===== src/rtl/wdisp_pkg.sv =====
package wdisp_pkg;
   typedef enum logic [1:0] {
      FMT_PAR  = 2'b00,
      FMT_LR   = 2'b01,
      FMT_RL   = 2'b10,
      FMT_LONG = 2'b11
   } fmt_e;

   typedef enum logic [1:0] {
      SLOT_L    = 2'd0,
      SLOT_R    = 2'd1,
      SLOT_LONG = 2'd2
   } slot_e;

   typedef enum logic [1:0] {
      ST_IDLE   = 2'd0,
      ST_FIRST  = 2'd1,
      ST_SECOND = 2'd2
   } state_e;

   typedef enum logic [1:0] {
      PM_PLAIN = 2'd0,
      PM_LTEST = 2'd1,
      PM_RTEST = 2'd2
   } pmode_e;
endpackage


===== src/rtl/wdisp_decode.sv =====
module wdisp_decode
   import wdisp_pkg::*;
#(
   parameter int SHORT_W = 15,
   parameter int CLASS_W = 6,
   parameter logic [(2**CLASS_W)-1:0] TEST_MAP = '0,
   localparam int WORD_W = 2 * SHORT_W + 2
) (
   input  logic [WORD_W-1:0]  word,
   output fmt_e               fmt,
   output logic [SHORT_W-1:0] left_ins,
   output logic [SHORT_W-1:0] right_ins,
   output logic [CLASS_W-1:0] left_cls,
   output logic [CLASS_W-1:0] right_cls,
   output pmode_e             pmode,
   output logic               first_right
);
   logic left_test, right_test;

   always_comb begin
      fmt        = fmt_e'(word[WORD_W-1 -: 2]);
      left_ins   = word[2*SHORT_W-1 -: SHORT_W];
      right_ins  = word[SHORT_W-1:0];
      left_cls   = left_ins[SHORT_W-1 -: CLASS_W];
      right_cls  = right_ins[SHORT_W-1 -: CLASS_W];
      left_test  = TEST_MAP[left_cls];
      right_test = TEST_MAP[right_cls];
      if (left_test)       pmode = PM_LTEST;
      else if (right_test) pmode = PM_RTEST;
      else                 pmode = PM_PLAIN;
      first_right = (fmt == FMT_RL) || ((fmt == FMT_PAR) && (pmode == PM_RTEST));
   end
endmodule


===== src/rtl/wdisp_slot_mux.sv =====
module wdisp_slot_mux
   import wdisp_pkg::*;
#(
   parameter int SHORT_W = 15,
   parameter int CLASS_W = 6,
   localparam int PAY_W = 2 * SHORT_W
) (
   input  fmt_e               fmt,
   input  logic               second,
   input  logic               first_right,
   input  logic [PAY_W-1:0]   body,
   input  logic [SHORT_W-1:0] left_ins,
   input  logic [SHORT_W-1:0] right_ins,
   input  logic [CLASS_W-1:0] left_cls,
   input  logic [CLASS_W-1:0] right_cls,
   output slot_e              slot,
   output logic [PAY_W-1:0]   payload,
   output logic [CLASS_W-1:0] cls
);
   logic take_right;

   always_comb begin
      take_right = first_right ^ second;
      if (fmt == FMT_LONG) begin
         slot    = SLOT_LONG;
         payload = body;
         cls     = left_cls;
      end else if (take_right) begin
         slot    = SLOT_R;
         payload = {{(PAY_W-SHORT_W){1'b0}}, right_ins};
         cls     = right_cls;
      end else begin
         slot    = SLOT_L;
         payload = {{(PAY_W-SHORT_W){1'b0}}, left_ins};
         cls     = left_cls;
      end
   end
endmodule


===== src/rtl/wdisp_events.sv =====
module wdisp_events
   import wdisp_pkg::*;
#(
   parameter bit EV_REG = 1'b1
) (
   input  logic clk,
   input  logic rst_n,
   input  logic accept,
   input  fmt_e acc_fmt,
   input  logic test_done,
   input  logic cond,
   input  logic jump_done,
   output logic [6:0] ev
);
   logic [6:0] ev_d;

   always_comb begin
      ev_d    = '0;
      ev_d[0] = accept && (acc_fmt == FMT_LONG);
      ev_d[1] = accept && (acc_fmt == FMT_LR);
      ev_d[2] = accept && (acc_fmt == FMT_RL);
      ev_d[3] = accept && (acc_fmt == FMT_PAR);
      ev_d[4] = test_done && cond;
      ev_d[5] = test_done && !cond;
      ev_d[6] = jump_done;
   end

   generate
      if (EV_REG) begin : g_reg
         always_ff @(posedge clk) begin
            if (!rst_n) ev <= '0;
            else        ev <= ev_d;
         end
      end else begin : g_comb
         assign ev = ev_d;
      end
   endgenerate
endmodule


===== src/rtl/wdisp_top.sv =====
module wdisp_top
   import wdisp_pkg::*;
#(
   parameter int SHORT_W = 15,
   parameter int CLASS_W = 6,
   parameter logic [(2**CLASS_W)-1:0] TEST_MAP = 64'h0000_0000_0000_0030,
   parameter bit EV_REG = 1'b1,
   localparam int PAY_W  = 2 * SHORT_W,
   localparam int WORD_W = PAY_W + 2
) (
   input  logic               clk,
   input  logic               rst_n,
   input  logic               word_valid,
   output logic               word_ready,
   input  logic [WORD_W-1:0]  word_data,
   output logic               iss_valid,
   input  logic               iss_ready,
   output logic [1:0]         iss_slot,
   output logic               iss_pos,
   output logic [PAY_W-1:0]   iss_payload,
   output logic [CLASS_W-1:0] iss_class,
   input  logic               fb_pc_changed,
   input  logic               fb_exception,
   input  logic               fb_cond_true,
   output logic               ev_long,
   output logic               ev_serial_lr,
   output logic               ev_serial_rl,
   output logic               ev_parallel,
   output logic               ev_cond_true,
   output logic               ev_cond_false,
   output logic               ev_jump_skip
);
   generate
      if (CLASS_W > SHORT_W) begin : g_bad_class
         $error("wdisp_top: CLASS_W must not exceed SHORT_W");
      end
      if (SHORT_W < 2) begin : g_bad_short
         $error("wdisp_top: SHORT_W too small");
      end
   endgenerate

   state_e             st_q, st_d;
   logic [WORD_W-1:0]  word_q;
   fmt_e               fmt, acc_fmt;
   logic [SHORT_W-1:0] left_ins, right_ins;
   logic [CLASS_W-1:0] left_cls, right_cls;
   pmode_e             pmode;
   logic               first_right;
   slot_e              slot;
   logic               accept, hs, first_hs, go_second;
   logic               test_done, jump_done;
   logic [6:0]         ev;

   wdisp_decode #(.SHORT_W(SHORT_W), .CLASS_W(CLASS_W), .TEST_MAP(TEST_MAP)) u_dec (
      .word        (word_q),
      .fmt         (fmt),
      .left_ins    (left_ins),
      .right_ins   (right_ins),
      .left_cls    (left_cls),
      .right_cls   (right_cls),
      .pmode       (pmode),
      .first_right (first_right)
   );

   wdisp_slot_mux #(.SHORT_W(SHORT_W), .CLASS_W(CLASS_W)) u_mux (
      .fmt         (fmt),
      .second      (st_q == ST_SECOND),
      .first_right (first_right),
      .body        (word_q[PAY_W-1:0]),
      .left_ins    (left_ins),
      .right_ins   (right_ins),
      .left_cls    (left_cls),
      .right_cls   (right_cls),
      .slot        (slot),
      .payload     (iss_payload),
      .cls         (iss_class)
   );

   assign word_ready = (st_q == ST_IDLE);
   assign iss_valid  = (st_q != ST_IDLE);
   assign iss_pos    = (st_q == ST_SECOND);
   assign iss_slot   = slot;
   assign accept     = word_valid && word_ready;
   assign hs         = iss_valid && iss_ready;
   assign first_hs   = hs && (st_q == ST_FIRST);
   assign acc_fmt    = fmt_e'(word_data[WORD_W-1 -: 2]);

   always_comb begin
      unique case (fmt)
         FMT_LONG:       go_second = 1'b0;
         FMT_LR, FMT_RL: go_second = !fb_pc_changed && !fb_exception;
         default:        go_second = (pmode == PM_PLAIN) ? !fb_exception : fb_cond_true;
      endcase
   end

   assign test_done = first_hs && (fmt == FMT_PAR) && (pmode != PM_PLAIN);
   assign jump_done = first_hs && ((fmt == FMT_LR) || (fmt == FMT_RL))
                      && fb_pc_changed && !fb_exception;

   always_comb begin
      st_d = st_q;
      unique case (st_q)
         ST_IDLE:   if (accept) st_d = ST_FIRST;
         ST_FIRST:  if (hs)     st_d = go_second ? ST_SECOND : ST_IDLE;
         ST_SECOND: if (hs)     st_d = ST_IDLE;
         default:               st_d = ST_IDLE;
      endcase
   end

   always_ff @(posedge clk) begin
      if (!rst_n) begin
         st_q   <= ST_IDLE;
         word_q <= '0;
      end else begin
         st_q <= st_d;
         if (accept) word_q <= word_data;
      end
   end

   wdisp_events #(.EV_REG(EV_REG)) u_ev (
      .clk       (clk),
      .rst_n     (rst_n),
      .accept    (accept),
      .acc_fmt   (acc_fmt),
      .test_done (test_done),
      .cond      (fb_cond_true),
      .jump_done (jump_done),
      .ev        (ev)
   );

   assign ev_long       = ev[0];
   assign ev_serial_lr  = ev[1];
   assign ev_serial_rl  = ev[2];
   assign ev_parallel   = ev[3];
   assign ev_cond_true  = ev[4];
   assign ev_cond_false = ev[5];
   assign ev_jump_skip  = ev[6];
endmodule


===== config.mk =====
export PLATFORM = sky130hd
export DESIGN_NAME = wdisp_top
export DESIGN_NICKNAME = d
export VERILOG_FILES = /design/src/rtl/wdisp_pkg.sv /design/src/rtl/wdisp_decode.sv /design/src/rtl/wdisp_slot_mux.sv /design/src/rtl/wdisp_events.sv /design/src/rtl/wdisp_top.sv
export SDC_FILE = /design/constraint.sdc
export NUM_CORES = 1
export LEC_CHECK = 0
export ABC_AREA = 1
export BUFFER_PORTS_ARGS = -buffer_cell sky130_fd_sc_hd__buf_2
export CAP_MARGIN = 0
export CORE_MARGIN = 4
export CORE_UTILIZATION = 48
export DETAILED_ROUTE_END_ITERATION = 16
export PLACE_DENSITY = 0.75
export SYNTH_ARGS = -nofsm -noshare
export SYNTH_HDL_FRONTEND = slang
export SYNTH_SLANG_ARGS = --single-unit
export TNS_END_PERCENT = 10

===== constraint.sdc =====
create_clock -name clk -period 1.8 [get_ports clk]
set_input_delay 0.09 -clock clk [delete_from_list [all_inputs] [get_ports clk]]
set_output_delay 0.09 -clock clk [all_outputs]
set_load 0.03 [all_outputs]

==> flow_summary.json, run 1 <==
{
  "worst_clock_skew_ns": 0.00417,
  "multiInputGateArea_um2": 1220,
  "seq_area_frac_synth_pct": 39.9,
  "drcViolationCount": 0,
  "pwr-share-clk_pct": 23.6,
  "wire_per_inst_um": 13.5,
  "gp_congestion": 0.823,
  "viasPerCell": 5.08,
  "grt_pass1_wl_mm": 9.47,
  "antenna_found_initial": 0,
  "synth_edf_count": 0,
  "synth_ff_type": "dfxtp_1",
  "p_sw_uw": 956,
  "setup_viol": 0,
  "vias": 2453,
  "combPwrFrac_pct": 34.5,
  "die_w_um": 75.1,
  "critPathArrivalTime_ns": 1.70,
  "ir_drop_mv": 0.481,
  "dr.pass1.iters": 5,
  "grt_max_degree": 23,
  "powerDensity_nw_per_um2": 829,
  "clkSlewWorstSetupHoldPaths_ns": 0.08,
  "layout_setup_ws_ns": 0.0102,
  "min_period_ns": 1.79,
  "hold_path_class": "input port to register",
  "fillers": 346,
  "intPower_uw": 1640,
  "r2r-start": "st_q[1]",
  "root_buffer": "clkbuf_8",
  "layout.nets": 473,
  "pwr-share-seq_pct": 41.9,
  "finalPower_uw": 2600,
  "min_delay_worst_endpoint": "word_q[18]",
  "pre_cts_slack_ns": 0.122,
  "end_kind": "primary output",
  "cts_tree": "built",
  "initial_core_util_pct": 49.6,
  "swShare_pct": 36.8,
  "setup.worst_path.start": "word_q[31]",
  "slew_headroom_pct": 72.8,
  "tns_ns": 0,
  "required_ns": 1.71,
  "wl_mm": 6.53,
  "clockBufferDepth": 2,
  "post_route_cells_drive_above_1_share_pct": 35.3,
  "ys.warnings.count": 0,
  "hold_viol_final": 0,
  "syn-cell-area_um2": 2160,
  "antenna_left": 0,
  "area_delta_synth_final_pct": 45.3,
  "fin_cells": 483,
  "dieArea_um2": 5630,
  "clk_latency_ns": 0.30,
  "syn_nets": 377,
  "h-tree-depth": 2,
  "start_kind": "register",
  "post-route-period-util_pct": 99.4,
  "grt_usage_pct": 21.9,
  "rows": 24,
  "fmax_mhz": 559,
  "grt.overflow.total": 0,
  "cts_buffers": 5,
  "async_reset_ff_share_pct": 0,
  "worst_pin_slew_ns": 0.408,
  "path_common_cell": "nand2_4",
  "cap_violations": 0,
  "status": "finished clean",
  "crit_path_max_incr_delay_ns": 0.37,
  "power.leakage_uw": 0.00175,
  "yosysUniqueCellTypes": 22,
  "numPortBuffers": 86,
  "r2r.worst_path.cells": 6,
  "r2r-end": "word_q[16]",
  "drv_slew": 0,
  "seq_area_um2": 866,
  "core-area_um2": 4350,
  "avgSynthCellArea_um2": 6.46,
  "cts_sinks": 43,
  "ys_ff_latch": 43,
  "fin_util_pct": 72.0,
  "crit_path_max_fanout": 6,
  "cp_cell_sequence": "inv_4 -> ha_4 -> nand3_4 -> nand2_4 -> nand2_4 -> nand2_4 -> buf_6 -> nand3_2 -> nand2_2 -> buf_6",
  "min_path_cells": 3,
  "r2r_setup_slack_ns": 0.48,
  "num_antenna_cells": 0,
  "worstHoldStart": "word_data[18]",
  "die_h_um": 75.1,
  "synth_cells": 334,
  "rsz0062_at_grt": "yes",
  "critical_path_class": "register to primary output",
  "drt-initial-drc-count": 142,
  "dp.cells": 465,
  "grt_pass1_vias": 2174,
  "place_hpwl_mm": 4.31,
  "timing.critical_path.slowest_stage_cell": "dfxtp_4",
  "design.portCount": 87
}
## metrics by stage
| stage | hold WS [ns] | area, um2 |
|---|---|---|
| 5_1_grt | 0.0387 | 3140 |
| 4_1_cts | 0.0344 | 2880 |
| 3_3_place_gp | 0.264 | 2640 |
| 2_1_floorplan | 0.162 | 2160 |
| 3_5_place_dp | 0.267 | 2640 |
| 6_report | 0.0365 | 3140 |
## layer usage
layer  vias to the layer above  wire [um]  track usage [%]  part of all wire [%]
li1                       1220          -                -                     -
met4                         0        116             7.91                   1.8
met1                      1105       2630             26.2                    40
met5                         -          0                0                     0
met3                        18        458             5.47                   7.0
met2                       110       3320             38.0                    51
## placed cells by master, fill, tap and decap left out, types with 2 or more instances in the layout
master,netlist,layout
buf_2,5,65
buf_6,1,19
nand3_1,46,38
nand3_4,0,2
dfxtp_1,43,41
buf_4,3,14
inv_1,52,48
dlygate4sd3_1,0,4
nand3_2,0,6
nand2_2,3,15
clkbuf_8,0,5
nand2_1,83,66
a21oi_1,5,5
nand2_4,2,6
nor2_1,45,45
inv_4,0,5
clkinvlp_4,0,2
nor3_1,4,4
nor2_2,3,3
o21ai_0,20,20
ha_1,4,2
nand2_8,0,4
nand3b_1,2,2
## cell families after synthesis
| logic type | synth area share [%] |
|---|---|
| AND/OR/NAND/NOR | 38.0 |
| buffers and inverters | 13.3 |
| adder cells (fa/ha/maj) | 2.32 |
| flip-flops | 39.9 |
| AO/OA/AOI/OAI | 6.49 |
## worst max path at each step
stage                      end  slack [ns]
6_report          iss_class[0]        0.01
5_1_grt           iss_class[2]       -0.09
4_1_cts         iss_payload[3]       -0.01
3_5_place_dp   iss_payload[13]        0.12
3_3_place_gp   iss_payload[13]        0.19
2_1_floorplan  iss_payload[11]        0.18
## sequential cells by signal, indices dropped and copies added, names as in the netlist
name and cells:
st_q 2, u_dec.left_test 1, word_q 32, u_dec.right_test 1, u_ev.ev 7
## area by class of cell
cell class              instances  area share (%)
clock inverters                 3           0.638
repair buffers                102            21.8
inverters                      54            6.86
flip-flops and latches         43            27.6
multi-input cells             224            38.8
clock buffers                   5            2.19
well taps                      52            2.08
## timing repair
item | CTS | global route
buffers inserted | 0 | 3
endpoints found under the setup margin | 22 | 22
cloned | 3 | 0
pin swaps | 3 | 14
gates resized for setup | 34 | 60
hold buffers | 4 | 0
hold endpoints to repair | 5 | 0
## power by group through the flow
| stage | Clock, uW | Sequential [uW] | Combinational, uW |
|---|---|---|---|
| 6_report | 614 | 1090 | 897 |
| 5_1_grt | 665 | 1100 | 967 |
| 3_3_place_gp | 0 | 1100 | 671 |
| 2_1_floorplan | 0 | 1090 | 489 |
| 3_5_place_dp | 0 | 1100 | 680 |
| 4_1_cts | 625 | 1080 | 758 |
## worst max-delay path: cells and delay by family, from the launching register on
family	cells	cell delay, ns
buffers and inverters	3	0.35
adders and majority gates	1	0.14
and+or+nand+nor	6	0.54
DFF	1	0.37
## cell usage after synthesis, types with 3 or more instances
master    count  area, um2
inv_1        52        195
nor2_2        3       18.8
a21oi_1       5       25.0
buf_4         3       22.5
nor2_1       45        169
nand2_1      83        312
o21ai_0      20        100
ha_1          4       50.1
nand3_1      46        230
clkbuf_1      7       26.3
buf_2         5       25.0
nand2_2       3       18.8
dfxtp_1      43        861
nor3_1        4       20.0
Note: power is estimated with default switching activity, not from simulation.
==> inputs of run 2 (changes only) <==
- ABC_AREA: 1 -> unset
- PLACE_DENSITY: 0.75 -> 0.76
==> run 2 against run 1 <==
The flow now finishes with violations (setup timing). Clock-buffer cell count rose by 3. Final area decreased by 2.3%. Fmax down 16%. Die area is 1.1% lower. Power decreased by 10%. Critical path type unchanged. Critical endpoint is now iss_payload[4]. Largest cell class unchanged.
==> flow_summary.json, run 2 <==
{
  "status": "complete, but fails checks",
  "violations": "setup timing",
  "path_common_cell": "buf_6",
  "syn-cell-area_um2": 2130,
  "clkSlewWorstSetupHoldPaths_ns": 0.08,
  "clockBufferDepth": 2,
  "post_route_cells_drive_above_1_share_pct": 44.0,
  "die_w_um": 74.6,
  "timing.critical_path.slowest_stage_cell": "dfxtp_4",
  "design.portCount": 87,
  "post-route-period-util_pct": 118,
  "setup_viol": 22,
  "grt_pass1_wl_mm": 8.96,
  "powerDensity_nw_per_um2": 764,
  "worst_pin_slew_ns": 0.569,
  "hold_viol_final": 0,
  "min_period_ns": 2.13,
  "avgSynthCellArea_um2": 8.92,
  "grt.overflow.total": 0,
  "seq_area_um2": 866,
  "fin_util_pct": 73.9,
  "place_hpwl_mm": 3.87,
  "pwr-share-clk_pct": 28.5,
  "fillers": 322,
  "drt-initial-drc-count": 70,
  "crit_path_max_fanout": 7,
  "largest_reg_flops": 32,
  "combPwrFrac_pct": 26.7,
  "synth.most_common_cell": "nand2_1",
  "fmax_mhz": 470,
  "crit_path_max_incr_delay_ns": 0.39,
  "hold_path_class": "input port to register",
  "start_kind": "register",
  "ys.warnings.count": 0,
  "synth_ff_type": "dfxtp_1",
  "rsz0062_at_grt": "yes",
  "seq_area_frac_synth_pct": 40.4,
  "synth_edf_count": 0,
  "critPathArrivalTime_ns": 2.04,
  "synth_cells": 239,
  "layout_commonest_cell": "nand2_1",
  "layout_setup_ws_ns": -0.329,
  "dieArea_um2": 5570,
  "swShare_pct": 29.1,
  "largest-register": "word_q",
  "muxShareOfSynthArea_pct": 15.0,
  "synth_compound_area_share_pct": 14.0,
  "gp_congestion": 0.763,
  "core-area_um2": 4140,
  "netlist_top_cells_count": "nand2_1, dfxtp_1, a21boi_0",
  "syn_nets": 282,
  "antenna_left": 0,
  "antenna_found_initial": 0,
  "cap_violations": 0,
  "clk_latency_ns": 0.29,
  "top_regs": "word_q x32, u_ev.ev x7, st_q x2",
  "grt_max_degree": 38,
  "yosysTopAreaCell": "dfxtp_1",
  "wl_mm": 5.68,
  "end_kind": "primary output",
  "area_delta_synth_final_pct": 43.7,
  "slew_headroom_pct": 62.0,
  "multiInputGateArea_um2": 1250,
  "synth_fa_ha_area_share_pct": 2.35,
  "critPathBufInv": 3,
  "ir_drop_mv": 0.437,
  "synth_top_family_by_area": "simple AND/OR/NAND/NOR gates",
  "pwr-share-seq_pct": 44.8,
  "h-tree-depth": 2,
  "cts_sinks": 43,
  "critical_path_class": "register to primary output",
  "required_ns": 1.71,
  "power.leakage_uw": 0.00144,
  "yosys.area_share.xor_xnor_pct": 0,
  "rows": 23,
  "layout.nets": 381,
  "root_buffer": "clkbuf_8",
  "yosysTopAreaCellShare_pct": 40.4,
  "synthTopCellsByArea": "dfxtp_1, nand2_1, a21boi_0, mux2_4, mux2_2",
  "grt_usage_pct": 21.0,
  "tns_ns": -6.64,
  "die_h_um": 74.6,
  "num_antenna_cells": 0,
  "yosysUniqueCellTypes": 28,
  "cts_tree": "built",
  "drcViolationCount": 0,
  "viasPerCell": 4.97,
  "grt_pass1_vias": 1926,
  "cp_cell_sequence": "inv_4 -> ha_4 -> a31oi_4 -> mux2i_4 -> buf_6 -> mux2_4 -> buf_6",
  "ys_ff_latch": 43,
  "synth-simple-area-share_pct": 23.9,
  "final_cell_mix": "nand2_1, buf_2, dfxtp_1, a21boi_0, buf_6",
  "numPortBuffers": 86,
  "cts_buffers": 5,
  "crit_family": "multiplexers",
  "dr.pass1.iters": 4,
  "p_sw_uw": 682,
  "worst_clock_skew_ns": 0.00586,
  "drv_slew": 0,
  "wire_per_inst_um": 14.6,
  "intPower_uw": 1660,
  "initial_core_util_pct": 51.4,
  "async_reset_ff_share_pct": 0,
  "vias": 1935
}
run 2: cell types whose count changed in the layout (fill, tap and decap cells not counted), sizes merged, moves of 4 or more:
cell,change
a21boi,+32
nand2,-24
a21oi,-5
mux2,+21
and2,+16
or4b,+4
nor2,-40
nand3,-44
buf,+4
inv,-46
o21ai,-19
run 2: layout make-up:
class	instances	share of cell area [%]
multi-input cells	175	40.8
flip-flops and latches	43	28.3
repair buffers	105	24.5
clock buffers	8	3.27
well taps	50	2.04
inverters	8	1.14
run 2: metrics by stage:
| stage | instance area [um2] | setup slack [ns] | power [uW] | hold slack (ns) | cells |
|---|---|---|---|---|---|
| after floorplan | 2130 | -0.0241 | 1400 | 0.162 | 239 |
| after detailed placement | 2680 | -0.150 | 1580 | 0.274 | 376 |
| final | 3060 | -0.329 | 2340 | 0.0367 | 389 |
| after CTS | 3050 | -0.375 | 2350 | 0.0277 | 389 |
| after global placement | 2680 | -0.0764 | 1570 | 0.271 | 376 |
| after global routing | 3060 | -0.409 | 2440 | 0.0346 | 389 |
run 2: worst min-delay path: cells and delay by family:
kind / cells / cell delay, ns
buffers and inverters: 1 / 0.09
AND/OR/NAND/NOR: 1 / 0.04
AO/OA/AOI/OAI: 1 / 0.06
run 2: path summary, 6_finish.rpt:
kind | from | end | slack [ns] | depth (start not counted)
setup reg to reg | st_q[0] | word_q[8] | 0.22 | 5
hold / removal | word_data[7] | word_q[7] | 0.04 | 3
hold reg to reg | word_q[0] | word_q[0] | 0.47 | 2
setup / recovery | word_q[31] | iss_payload[4] | -0.33 | 7
run 2: metal layers:
layer / wire, um / global-route usage [%]
met1: 2450 / 25.1
met2: 2790 / 37.0
met3: 382 / 6.28
met4: 58 / 5.34
met5: 0 / 0
run 2: power by group through the flow:
stage,Combinational (uW),Clock (uW),Sequential (uW)
floorplan,346,0,1060
global placement,503,0,1060
detailed placement,509,0,1070
CTS,619,683,1050
global route,667,720,1060
finish,624,668,1050
run 2: logic make-up (layout without fill, tap and decap cells):
logic type      Yosys count  after routing
flops                    43             43
buf+inv                  21            121
fa+ha+maj                 4              4
compound gates           38             38
simple gates            109            109
mux                      24             24
run 2: repair_timing:
item                                   4_1_cts  5_1_grt
gates resized for setup                     69        4
endpoints found under the hold margin        4        0
pin swaps                                    2        2
setup endpoints to repair                   22       22
hold buffers                                 3        0
setup buffers                                2        0
gates cloned                                 0        0
==> inputs of run 3 (changes only) <==
- SKIP_LAST_GASP: unset -> 1
==> run 3 against run 2 <==
The run still ends with setup timing left. Combinational power down 3.4%. Sequential share of layout area is 0.37 points higher. Final cell count is 0.51% higher. Non-clock buffer count up 2. Hold slack about the same. Fmax is 0.22% lower.
==> flow_summary.json, run 3 (synthesis results as in run 2) <==
{
  "wl_mm": 5.68,
  "viasPerCell": 5.00,
  "place_hpwl_mm": 3.87,
  "r2r-end": "word_q[23]",
  "required_ns": 1.71,
  "ir_drop_mv": 0.413,
  "gp_congestion": 0.763,
  "worst_clock_skew_ns": 0.00582,
  "layout.nets": 383,
  "dieArea_um2": 5570,
  "crit_path_max_fanout": 7,
  "critPathArrivalTime_ns": 2.04,
  "rows": 23,
  "area_delta_synth_final_pct": 41.8,
  "worst_pin_slew_ns": 0.543,
  "drt-initial-drc-count": 68,
  "die_w_um": 74.6,
  "rsz0062_at_grt": "yes",
  "r2r-start": "st_q[0]",
  "critical_path.endpoint": "iss_payload[4]",
  "end_kind": "primary output",
  "layout_setup_ws_ns": -0.333,
  "cap_violations": 0,
  "drcViolationCount": 0,
  "fmax_mhz": 469,
  "grt_pass1_wl_mm": 8.61,
  "cts_buffers": 5,
  "grt_usage_pct": 20.1,
  "root_buffer": "clkbuf_8",
  "drv_slew": 0,
  "hold_path_class": "input port to register",
  "start_kind": "register",
  "powerDensity_nw_per_um2": 767,
  "top_regs": "word_q x32, u_ev.ev x7, st_q x2",
  "cts_sinks": 43,
  "largest_reg_flops": 32,
  "r2r.worst_path.cells": 5,
  "r2r_setup_slack_ns": 0.22,
  "hold_ws_ns": 0.0369,
  "clk_latency_ns": 0.29,
  "clockBufferDepth": 2,
  "wire_per_inst_um": 14.5,
  "grt.overflow.total": 0,
  "grt_pass1_vias": 1901,
  "fin_cells": 391,
  "vias": 1956,
  "hold_viol_final": 0,
  "min_period_ns": 2.13,
  "h-tree-depth": 2,
  "setup.worst_path.start": "word_q[31]",
  "grt_max_degree": 38,
  "core-area_um2": 4140,
  "slew_headroom_pct": 63.7,
  "design.portCount": 87,
  "clkSlewWorstSetupHoldPaths_ns": 0.08,
  "post-route-period-util_pct": 119,
  "violations": "setup timing",
  "largest-register": "word_q",
  "setup_viol": 22,
  "critical_path_class": "register to primary output",
  "pre_cts_slack_ns": -0.150,
  "num_antenna_cells": 0,
  "antenna_left": 0,
  "dr.pass1.iters": 4,
  "numPortBuffers": 86,
  "initial_core_util_pct": 51.4,
  "power.leakage_uw": 0.00142,
  "dp.cells": 376,
  "final_cell_mix": "nand2_1, buf_2, dfxtp_1, a21boi_0, buf_6",
  "cts_tree": "built",
  "status": "complete, but fails checks",
  "fin_util_pct": 73.0,
  "die_h_um": 74.6,
  "post_route_cells_drive_above_1_share_pct": 43.7,
  "antenna_found_initial": 0
}
-- run 3: cell types whose count changed in the layout (fill, tap and decap cells not counted), sizes merged --
| cell | before | now |
|---|---|---|
| buf | 102 | 104 |
-- run 3: cell type report --
cell class / instances / area, um2
clock buffers: 8 / 100
repair buffers: 107 / 734
inverters: 8 / 35.0
flip-flops and latches: 43 / 866
fillers: 331 / 1120
well taps: 50 / 62.6
multi-input cells: 175 / 1230
-- run 3: timing repair --
item                                   4_1_cts  5_1_grt
hold buffers                                 3        0
pin swaps                                    2        3
buffers inserted                             2        2
endpoints found under the hold margin        4        0
setup endpoints to repair                   22       22
resized for setup                           45       15
-- run 3: critical path, stage by stage (launching register included) --
cell	delay (ns)
dfxtp_4	0.39
inv_4	0.04
ha_4	0.16
a31oi_4	0.19
mux2i_4	0.31
buf_6	0.19
mux2_4	0.32
buf_6	0.14
-- run 3: how the worst min path moves through the flow --
stage	from	to	slack, ns	cells after the start
2_1_floorplan	word_data[31]	u_ev.ev[1]	0.16	1
3_3_place_gp	fb_cond_true	u_ev.ev[5]	0.27	2
3_5_place_dp	fb_cond_true	u_ev.ev[5]	0.27	2
4_1_cts	word_data[7]	word_q[7]	0.03	3
5_1_grt	word_data[16]	word_q[16]	0.03	3
6_report	word_data[7]	word_q[7]	0.04	3
-- run 3: report_power, final --
part / switching, uW / internal [uW] / total, uW
clock network: 317 / 350 / 667
logic: 313 / 290 / 603
registers: 44.5 / 1000 / 1050
-- run 3: stage by stage --
step	power, uW	TNS [ns]	area [um2]
floorplan	1400	-0.241	2130
global placement	1570	-1.38	2680
detailed placement	1580	-2.69	2680
CTS	2310	-7.76	2970
global route	2420	-8.72	3020
finish	2320	-6.92	3020
-- run 3: routing by layer --
| metal | vias up | wire length (um) | global-route usage (%) |
|---|---|---|---|
| li1 | 992 | - | - |
| met1 | 897 | 2510 | 25.5 |
| met2 | 57 | 2730 | 33.1 |
| met3 | 10 | 354 | 5.74 |
| met4 | 0 | 80 | 6.32 |
| met5 | - | 0 | 0 |
